`src/rtl/psimd_pkg.sv`:
```
package psimd_pkg;
  typedef enum logic {
    OP_PLAIN  = 1'b0,
    OP_PACKED = 1'b1
  } add_op_e;
endpackage

```
`src/rtl/psimd_split_reg.sv`:
```
module psimd_split_reg #(
  parameter int WIDTH = 32
) (
  input  logic             clk,
  input  logic             rst_n,
  input  logic             wr_en,
  input  logic [WIDTH-1:0] wr_data,
  output logic [WIDTH-1:0] mask_q
);
  always_ff @(posedge clk or negedge rst_n) begin
    if (!rst_n)     mask_q <= '0;
    else if (wr_en) mask_q <= wr_data;
  end
endmodule

```
`src/rtl/psimd_kill_gen.sv`:
```
module psimd_kill_gen #(
  parameter int WIDTH = 32
) (
  input  psimd_pkg::add_op_e op,
  input  logic [WIDTH-1:0]   mask,
  output logic [WIDTH-1:0]   kill
);
  import psimd_pkg::*;
  // Bit 0 never receives a carry, so it is forced out of the kill vector.
  always_comb begin
    kill = (op == OP_PACKED) ? mask : '0;
    kill[0] = 1'b0;
  end
endmodule

```
`src/rtl/psimd_carry_chain.sv`:
```
module psimd_carry_chain #(
  parameter int WIDTH = 32
) (
  input  logic [WIDTH-1:0] a,
  input  logic [WIDTH-1:0] b,
  input  logic [WIDTH-1:0] kill,
  output logic [WIDTH-1:0] sum
);
  logic [WIDTH:0]   cin;
  logic [WIDTH-1:0] gen;
  logic [WIDTH-1:0] prop;

  assign cin[0] = 1'b0;

  for (genvar i = 0; i < WIDTH; i++) begin : g_bit
    assign gen[i]  = a[i] & b[i];
    assign prop[i] = a[i] ^ b[i];
    assign sum[i]  = prop[i] ^ cin[i];
    if (i < WIDTH - 1) begin : g_link
      assign cin[i+1] = (gen[i] | (prop[i] & cin[i])) & ~kill[i+1];
    end else begin : g_top
      assign cin[i+1] = gen[i] | (prop[i] & cin[i]);
    end
  end
endmodule

```
`src/rtl/psimd_out_stage.sv`:
```
module psimd_out_stage #(
  parameter int WIDTH = 32
) (
  input  logic             clk,
  input  logic             rst_n,
  input  logic             up_valid,
  output logic             up_ready,
  input  logic [WIDTH-1:0] up_data,
  output logic             dn_valid,
  input  logic             dn_ready,
  output logic [WIDTH-1:0] dn_data
);
  logic take;

  assign up_ready = !dn_valid || dn_ready;
  assign take     = up_valid && up_ready;

  always_ff @(posedge clk or negedge rst_n) begin
    if (!rst_n)        dn_valid <= 1'b0;
    else if (up_ready) dn_valid <= up_valid;
  end

  always_ff @(posedge clk or negedge rst_n) begin
    if (!rst_n)    dn_data <= '0;
    else if (take) dn_data <= up_data;
  end
endmodule

```
`src/rtl/psimd_adder.sv`:
```
module psimd_adder #(
  parameter int WIDTH = 32
) (
  input  logic             clk,
  input  logic             rst_n,
  input  logic             in_valid,
  output logic             in_ready,
  input  logic             in_op,
  input  logic [WIDTH-1:0] in_a,
  input  logic [WIDTH-1:0] in_b,
  input  logic             part_we,
  input  logic [WIDTH-1:0] part_wdata,
  output logic [WIDTH-1:0] part_q,
  output logic             out_valid,
  input  logic             out_ready,
  output logic [WIDTH-1:0] out_sum
);
  import psimd_pkg::*;

  add_op_e          op;
  logic [WIDTH-1:0] kill;
  logic [WIDTH-1:0] raw_sum;

  assign op = add_op_e'(in_op);

  psimd_split_reg #(.WIDTH(WIDTH)) u_split (
    .clk(clk), .rst_n(rst_n), .wr_en(part_we), .wr_data(part_wdata), .mask_q(part_q)
  );

  psimd_kill_gen #(.WIDTH(WIDTH)) u_kill (
    .op(op), .mask(part_q), .kill(kill)
  );

  psimd_carry_chain #(.WIDTH(WIDTH)) u_chain (
    .a(in_a), .b(in_b), .kill(kill), .sum(raw_sum)
  );

  psimd_out_stage #(.WIDTH(WIDTH)) u_out (
    .clk(clk), .rst_n(rst_n),
    .up_valid(in_valid), .up_ready(in_ready), .up_data(raw_sum),
    .dn_valid(out_valid), .dn_ready(out_ready), .dn_data(out_sum)
  );
endmodule

```
`config.mk`:
```
export PLATFORM = sky130hd
export DESIGN_NAME = psimd_adder
export DESIGN_NICKNAME = d
export VERILOG_FILES = /design/src/rtl/psimd_pkg.sv /design/src/rtl/psimd_split_reg.sv /design/src/rtl/psimd_kill_gen.sv /design/src/rtl/psimd_carry_chain.sv /design/src/rtl/psimd_out_stage.sv /design/src/rtl/psimd_adder.sv
export SDC_FILE = /design/constraint.sdc
export NUM_CORES = 1
export LEC_CHECK = 0
export BUFFER_PORTS_ARGS = -buffer_cell sky130_fd_sc_hd__buf_2
export CAP_MARGIN = 20
export CORE_ASPECT_RATIO = 0.6
export CORE_MARGIN = 1
export CORE_UTILIZATION = 43
export DETAILED_ROUTE_END_ITERATION = 6
export PLACE_DENSITY = 0.77
export SETUP_SLACK_MARGIN = 0.02
export SLEW_MARGIN = 25
export SYNTH_ARGS = -nofsm -noshare
export SYNTH_HDL_FRONTEND = slang
export SYNTH_HIERARCHICAL = 1
export SYNTH_SLANG_ARGS = --single-unit
```
`constraint.sdc`:
```
create_clock -name clk -period 16 [get_ports clk]
set_input_delay 0.8 -clock clk [delete_from_list [all_inputs] [get_ports clk]]
set_output_delay 0.8 -clock clk [all_outputs]
set_load 0.05 [all_outputs]
```
### After elaboration in Yosys (flattened, before gate mapping)

Cells that the tools add are included.

* register bits after elaboration: 65
* word-level logic and storage cells: 223

* reduce and logical (&&, ||, !) cells: 3
* bitwise logic cells: 216
* multiplexer cells: 1

Operators by type and width (number)
* 1-bit AND: 92
* 1-bit XOR: 63
* 32-bit two-way mux: 1
* 1-bit NOT: 31
* 1-bit bitwise OR: 30
* 1-bit logical AND: 1
* 1-bit logical NOT: 1
* 1-bit logical OR: 1

### Logic depth before layout (Yosys ltp)

* depth after elaboration: 94
* mapped depth: 65

### By module

The synthesis kept the hierarchy.

By module, submodules not included
* psimd_out_stage: area an instance 1391.3 µm², cells an instance 71, sequential area each 825.8 µm², instances 1
* psimd_split_reg: area an instance 1345.0 µm², cells an instance 68, sequential area each 800.8 µm², instances 1
* psimd_carry_chain: area an instance 833.3 µm², cells an instance 67, sequential area each 0.0 µm², instances 1
* psimd_kill_gen: area an instance 259.0 µm², cells an instance 36, sequential area each 0.0 µm², instances 1

### Worst setup path before layout

Ideal clock, no wire load.

* kind: input-to-reg
* from: input port in_op
* to: register u_out.dn_data[31]
* arrival time: 15391 ps
* stages on the path: 65
* path buffers: 1
* data required time: 15875 ps
* slack: 485 ps
* path through: clkbuf_2 > and2_2 > nor2b_1 > fa_1 > nor2b_1 > fa_1 > nor2b_1 > fa_1 > nor2b_1 > fa_1 > nor2b_1 > fa_1 > nor2b_1 > fa_1 > nor2b_1 > fa_1 > nor2b_1 > fa_1 > [29 not listed] > fa_1 > nor2b_1 > fa_1 > nor2b_1 > fa_1 > nor2b_1 > fa_1 > nor2b_1 > fa_1 > nor2b_1 > fa_1 > nor2b_1 > fa_1 > nand2b_1 > fa_1 > nor2_1 > xnor2_1 > mux2_2

* cells in the longest elaborated chain, start to end: 94
* elaborated cells between the ends (all ways): 124
* those cells by class: 1 x mux; 123 x bitwise

Ends and longest elaborated chain
* from (decl): RTL line psimd_adder.sv:8 `input logic in_op,`
* 32-bit two-way mux: RTL line psimd_kill_gen.sv:11 `kill = (op == OP_PACKED) ? mask : '0;`
* via kill[1]: RTL line psimd_adder.sv:21 `logic [WIDTH-1:0] kill;`
* 1-bit NOT: RTL line psimd_carry_chain.sv:20 `assign cin[i+1] = (gen[i] | (prop[i] & cin[i])) & ~kill[i+1];`
* 1-bit AND (2 in series): RTL line psimd_carry_chain.sv:20
* 1-bit bitwise OR: RTL line psimd_carry_chain.sv:20
* 1-bit AND (2 in series): RTL line psimd_carry_chain.sv:20
* 1-bit bitwise OR: RTL line psimd_carry_chain.sv:20
* 1-bit AND (2 in series): RTL line psimd_carry_chain.sv:20
* [75 not listed]
* 1-bit bitwise OR: RTL line psimd_carry_chain.sv:20
* 1-bit AND (2 in series): RTL line psimd_carry_chain.sv:20
* 1-bit bitwise OR: RTL line psimd_carry_chain.sv:20
* 1-bit AND (2 in series): RTL line psimd_carry_chain.sv:20
* 1-bit bitwise OR: RTL line psimd_carry_chain.sv:20
* 1-bit AND: RTL line psimd_carry_chain.sv:20
* 1-bit XOR: RTL line psimd_carry_chain.sv:18 `assign sum[i] = prop[i] ^ cin[i];`
* via raw_sum[31]: RTL line psimd_adder.sv:22 `logic [WIDTH-1:0] raw_sum;`
* to (signal assigned): RTL line psimd_out_stage.sv:25 `else if (take) dn_data <= up_data;`
* to (decl): RTL line psimd_out_stage.sv:11 `output logic [WIDTH-1:0] dn_data`

The timed path passes the listed nets, and every way through them passes these cells.
A chain may end at the register's enable or synchronous reset.

### Worst setup path after layout

* from: input port in_a[0]
* to: register u_out.dn_data[31]

* cells in the longest elaborated chain, start to end: 93

Ends and longest elaborated chain
* from (decl): RTL line psimd_adder.sv:9 `input logic [WIDTH-1:0] in_a,`
* 1-bit AND: RTL line psimd_carry_chain.sv:16 `assign gen[i] = a[i] & b[i];`
* 1-bit AND (2 in series): RTL line psimd_carry_chain.sv:20
* 1-bit bitwise OR: RTL line psimd_carry_chain.sv:20
* 1-bit AND (2 in series): RTL line psimd_carry_chain.sv:20
* 1-bit bitwise OR: RTL line psimd_carry_chain.sv:20
* 1-bit AND (2 in series): RTL line psimd_carry_chain.sv:20
* 1-bit bitwise OR: RTL line psimd_carry_chain.sv:20
* 1-bit AND (2 in series): RTL line psimd_carry_chain.sv:20
* [72 not listed]
* 1-bit bitwise OR: RTL line psimd_carry_chain.sv:20
* 1-bit AND (2 in series): RTL line psimd_carry_chain.sv:20
* 1-bit bitwise OR: RTL line psimd_carry_chain.sv:20
* 1-bit AND (2 in series): RTL line psimd_carry_chain.sv:20
* 1-bit bitwise OR: RTL line psimd_carry_chain.sv:20
* 1-bit AND: RTL line psimd_carry_chain.sv:20
* 1-bit XOR: RTL line psimd_carry_chain.sv:18
* via raw_sum[31]: RTL line psimd_adder.sv:22

The timed path passes the listed nets, and every way through them passes these cells.

==> reports/qor.txt <==
Fin. Hold Viols -> 0
Kind of critical path -> in -> reg
Worst Path Buf+Inv -> 1
Synth Warn # -> 6
Final hold slack -> 0.503 ns
Leakage power of the design -> 2.59 nW
DRT iter0 DRCs -> 44
Pwr Density -> 128 mW/mm2
CP most frequent cell -> fa_2
Site Rows -> 26
Share of cells above drive strength 1 -> 0.789
Post-DP HPWL -> 6060 um
Max_cap viols -> 0
Worst setup SP type -> input pin
Crit-path leading delay family -> adder cells
Syn Inst Count -> 240
Post-DP Area -> 0.00466 mm2
Die X -> 124 um
Syn_nets -> 373
Maximum clock path buffer count -> 2
Die Ht -> 75.0 um
GR Overflow Total -> 0
Die area -> 0.00927 mm2
First-pass GRT wire length -> 12600 um
Final min period -> 15.64 ns
Fmax -> 0.0639 GHz
Utilization after layout -> 0.596
P&R area growth vs syn -> 33.6%
Max incr delay on CP -> 0.36 ns
Vias in the first global route -> 2524
Syn Std Cell Area -> 0.00382 mm2
Period utilisation layout -> 0.978
Antenna diode count -> 0
DRC errors left -> 0
Vias per cell -> 4.63
Status -> completed
Clock Skews -> 0.00499 ns
ANT nets after route -> 0
Initial Util -> 0.446
Critical Path RT -> 16.20 ns
DRT Pass-1 Iters -> 4
Final Wtd Congestion -> 0.756
Worst slew pin tran -> 0.837 ns
# hold bufs at CTS -> 0
FILL cells -> 673
Num ports -> 168
Final instance area -> 0.00510 mm2
Worst-path clk slew -> 0.05 ns
PortBufs -> 167
Antenna violations before repair -> 0
CTS Buf Count -> 9
Core Area -> 0.00856 mm2
Multi-input combinational cell area -> 0.00222 mm2
Arrival time worst endpoint -> 15.84 ns
Clock sinks -> 65
DR vias -> 2427
Setup_tns -> 0 ns
Critical path's slowest cell -> fa_2
Crit path capture type -> flop
Clock Tree Root -> clkbuf_16
Worst skew pair latency -> 0.32 ns
Max Slew Vio Count -> 0
Total Power -> 0.655 mW
Commonest cells after routing, fill and taps aside -> buf_2 (166), dfrtp_1 (65), mux2_4 (60)
Setup violations, final -> 0
HP Class -> reg -> reg
CTS tree -> built
Reg area -> 0.00163 mm2
Synth Area per Inst -> 15.9 um2
H-tree Lvls -> 3
Rel. slew slack -> 0.442
Post-CTS setup buffer count -> 0
GR Util All Layers -> 0.187
Max FO, Critical Path -> 1
Nets@finish -> 543
Drt total wl -> 8380 um
VDD IR max -> 0.0584 mV
Commonest non-fill, non-tap cell in the layout -> buf_2
Largest net degree at the start of global routing -> 66
DR WL/cell -> 16.0 um
[metrics by stage]
step                      cells  setup WS [ns]
after floorplan             240          0.485
after global placement      511         -0.255
after detailed placement    511         -0.380
after CTS                   524         0.0360
after global routing        524        -0.0642
final                       524          0.359
[sequential cells by signal, indices dropped and copies added (netlist names)]
| register | flops |
|---|---|
| u_split/mask_q | 32 |
| u_out/dn_data | 32 |
| u_out/dn_valid | 1 |
[power by group]
group | leakage, nW | switching (mW) | internal [mW]
Combinational | 1.71 | 0.172 | 0.0979
Sequential | 0.759 | 0.0196 | 0.197
Clock | 0.124 | 0.0620 | 0.106
[what timing repair did]
item | 4_1_cts | 5_1_grt
pin swaps | 1 | 3
gates resized for setup | 32 | 28
endpoints found under the setup margin | 2 | 3
[final timing paths]
kind,start,slack [ns],cells after the start,to
max in group asynchronous,rst_n,14.78,2,u_out/dn_data[25]$_DFFE_PN0P_
hold reg to reg,u_out/dn_data[18]$_DFFE_PN0P_,0.50,1,u_out/dn_data[18]$_DFFE_PN0P_
hold / removal,u_out/dn_data[18]$_DFFE_PN0P_,0.50,1,u_out/dn_data[18]$_DFFE_PN0P_
setup reg to reg,u_split/mask_q[1]$_DFFE_PN0P_,0.72,64,u_out/dn_data[31]$_DFFE_PN0P_
min in group asynchronous,rst_n,0.66,2,u_out/dn_data[5]$_DFFE_PN0P_
setup / recovery,in_a[0],0.36,65,u_out/dn_data[31]$_DFFE_PN0P_
[layout make-up]
class | instances | share of cell area
multi-input cells | 162 | 0.435
flip-flops and latches | 65 | 0.319
repair buffers | 169 | 0.167
clock buffers | 12 | 0.0483
well taps | 112 | 0.0275
inverters | 3 | 0.00221
clock inverters | 1 | 0.000981
[metal layers]
metal,share of wire,global-route usage
met1,0.44,0.239
met2,0.46,0.294
met3,0.091,0.0773
met4,0.0088,0.0562
met5,0,0
Power figures use the tool's default switching activity.
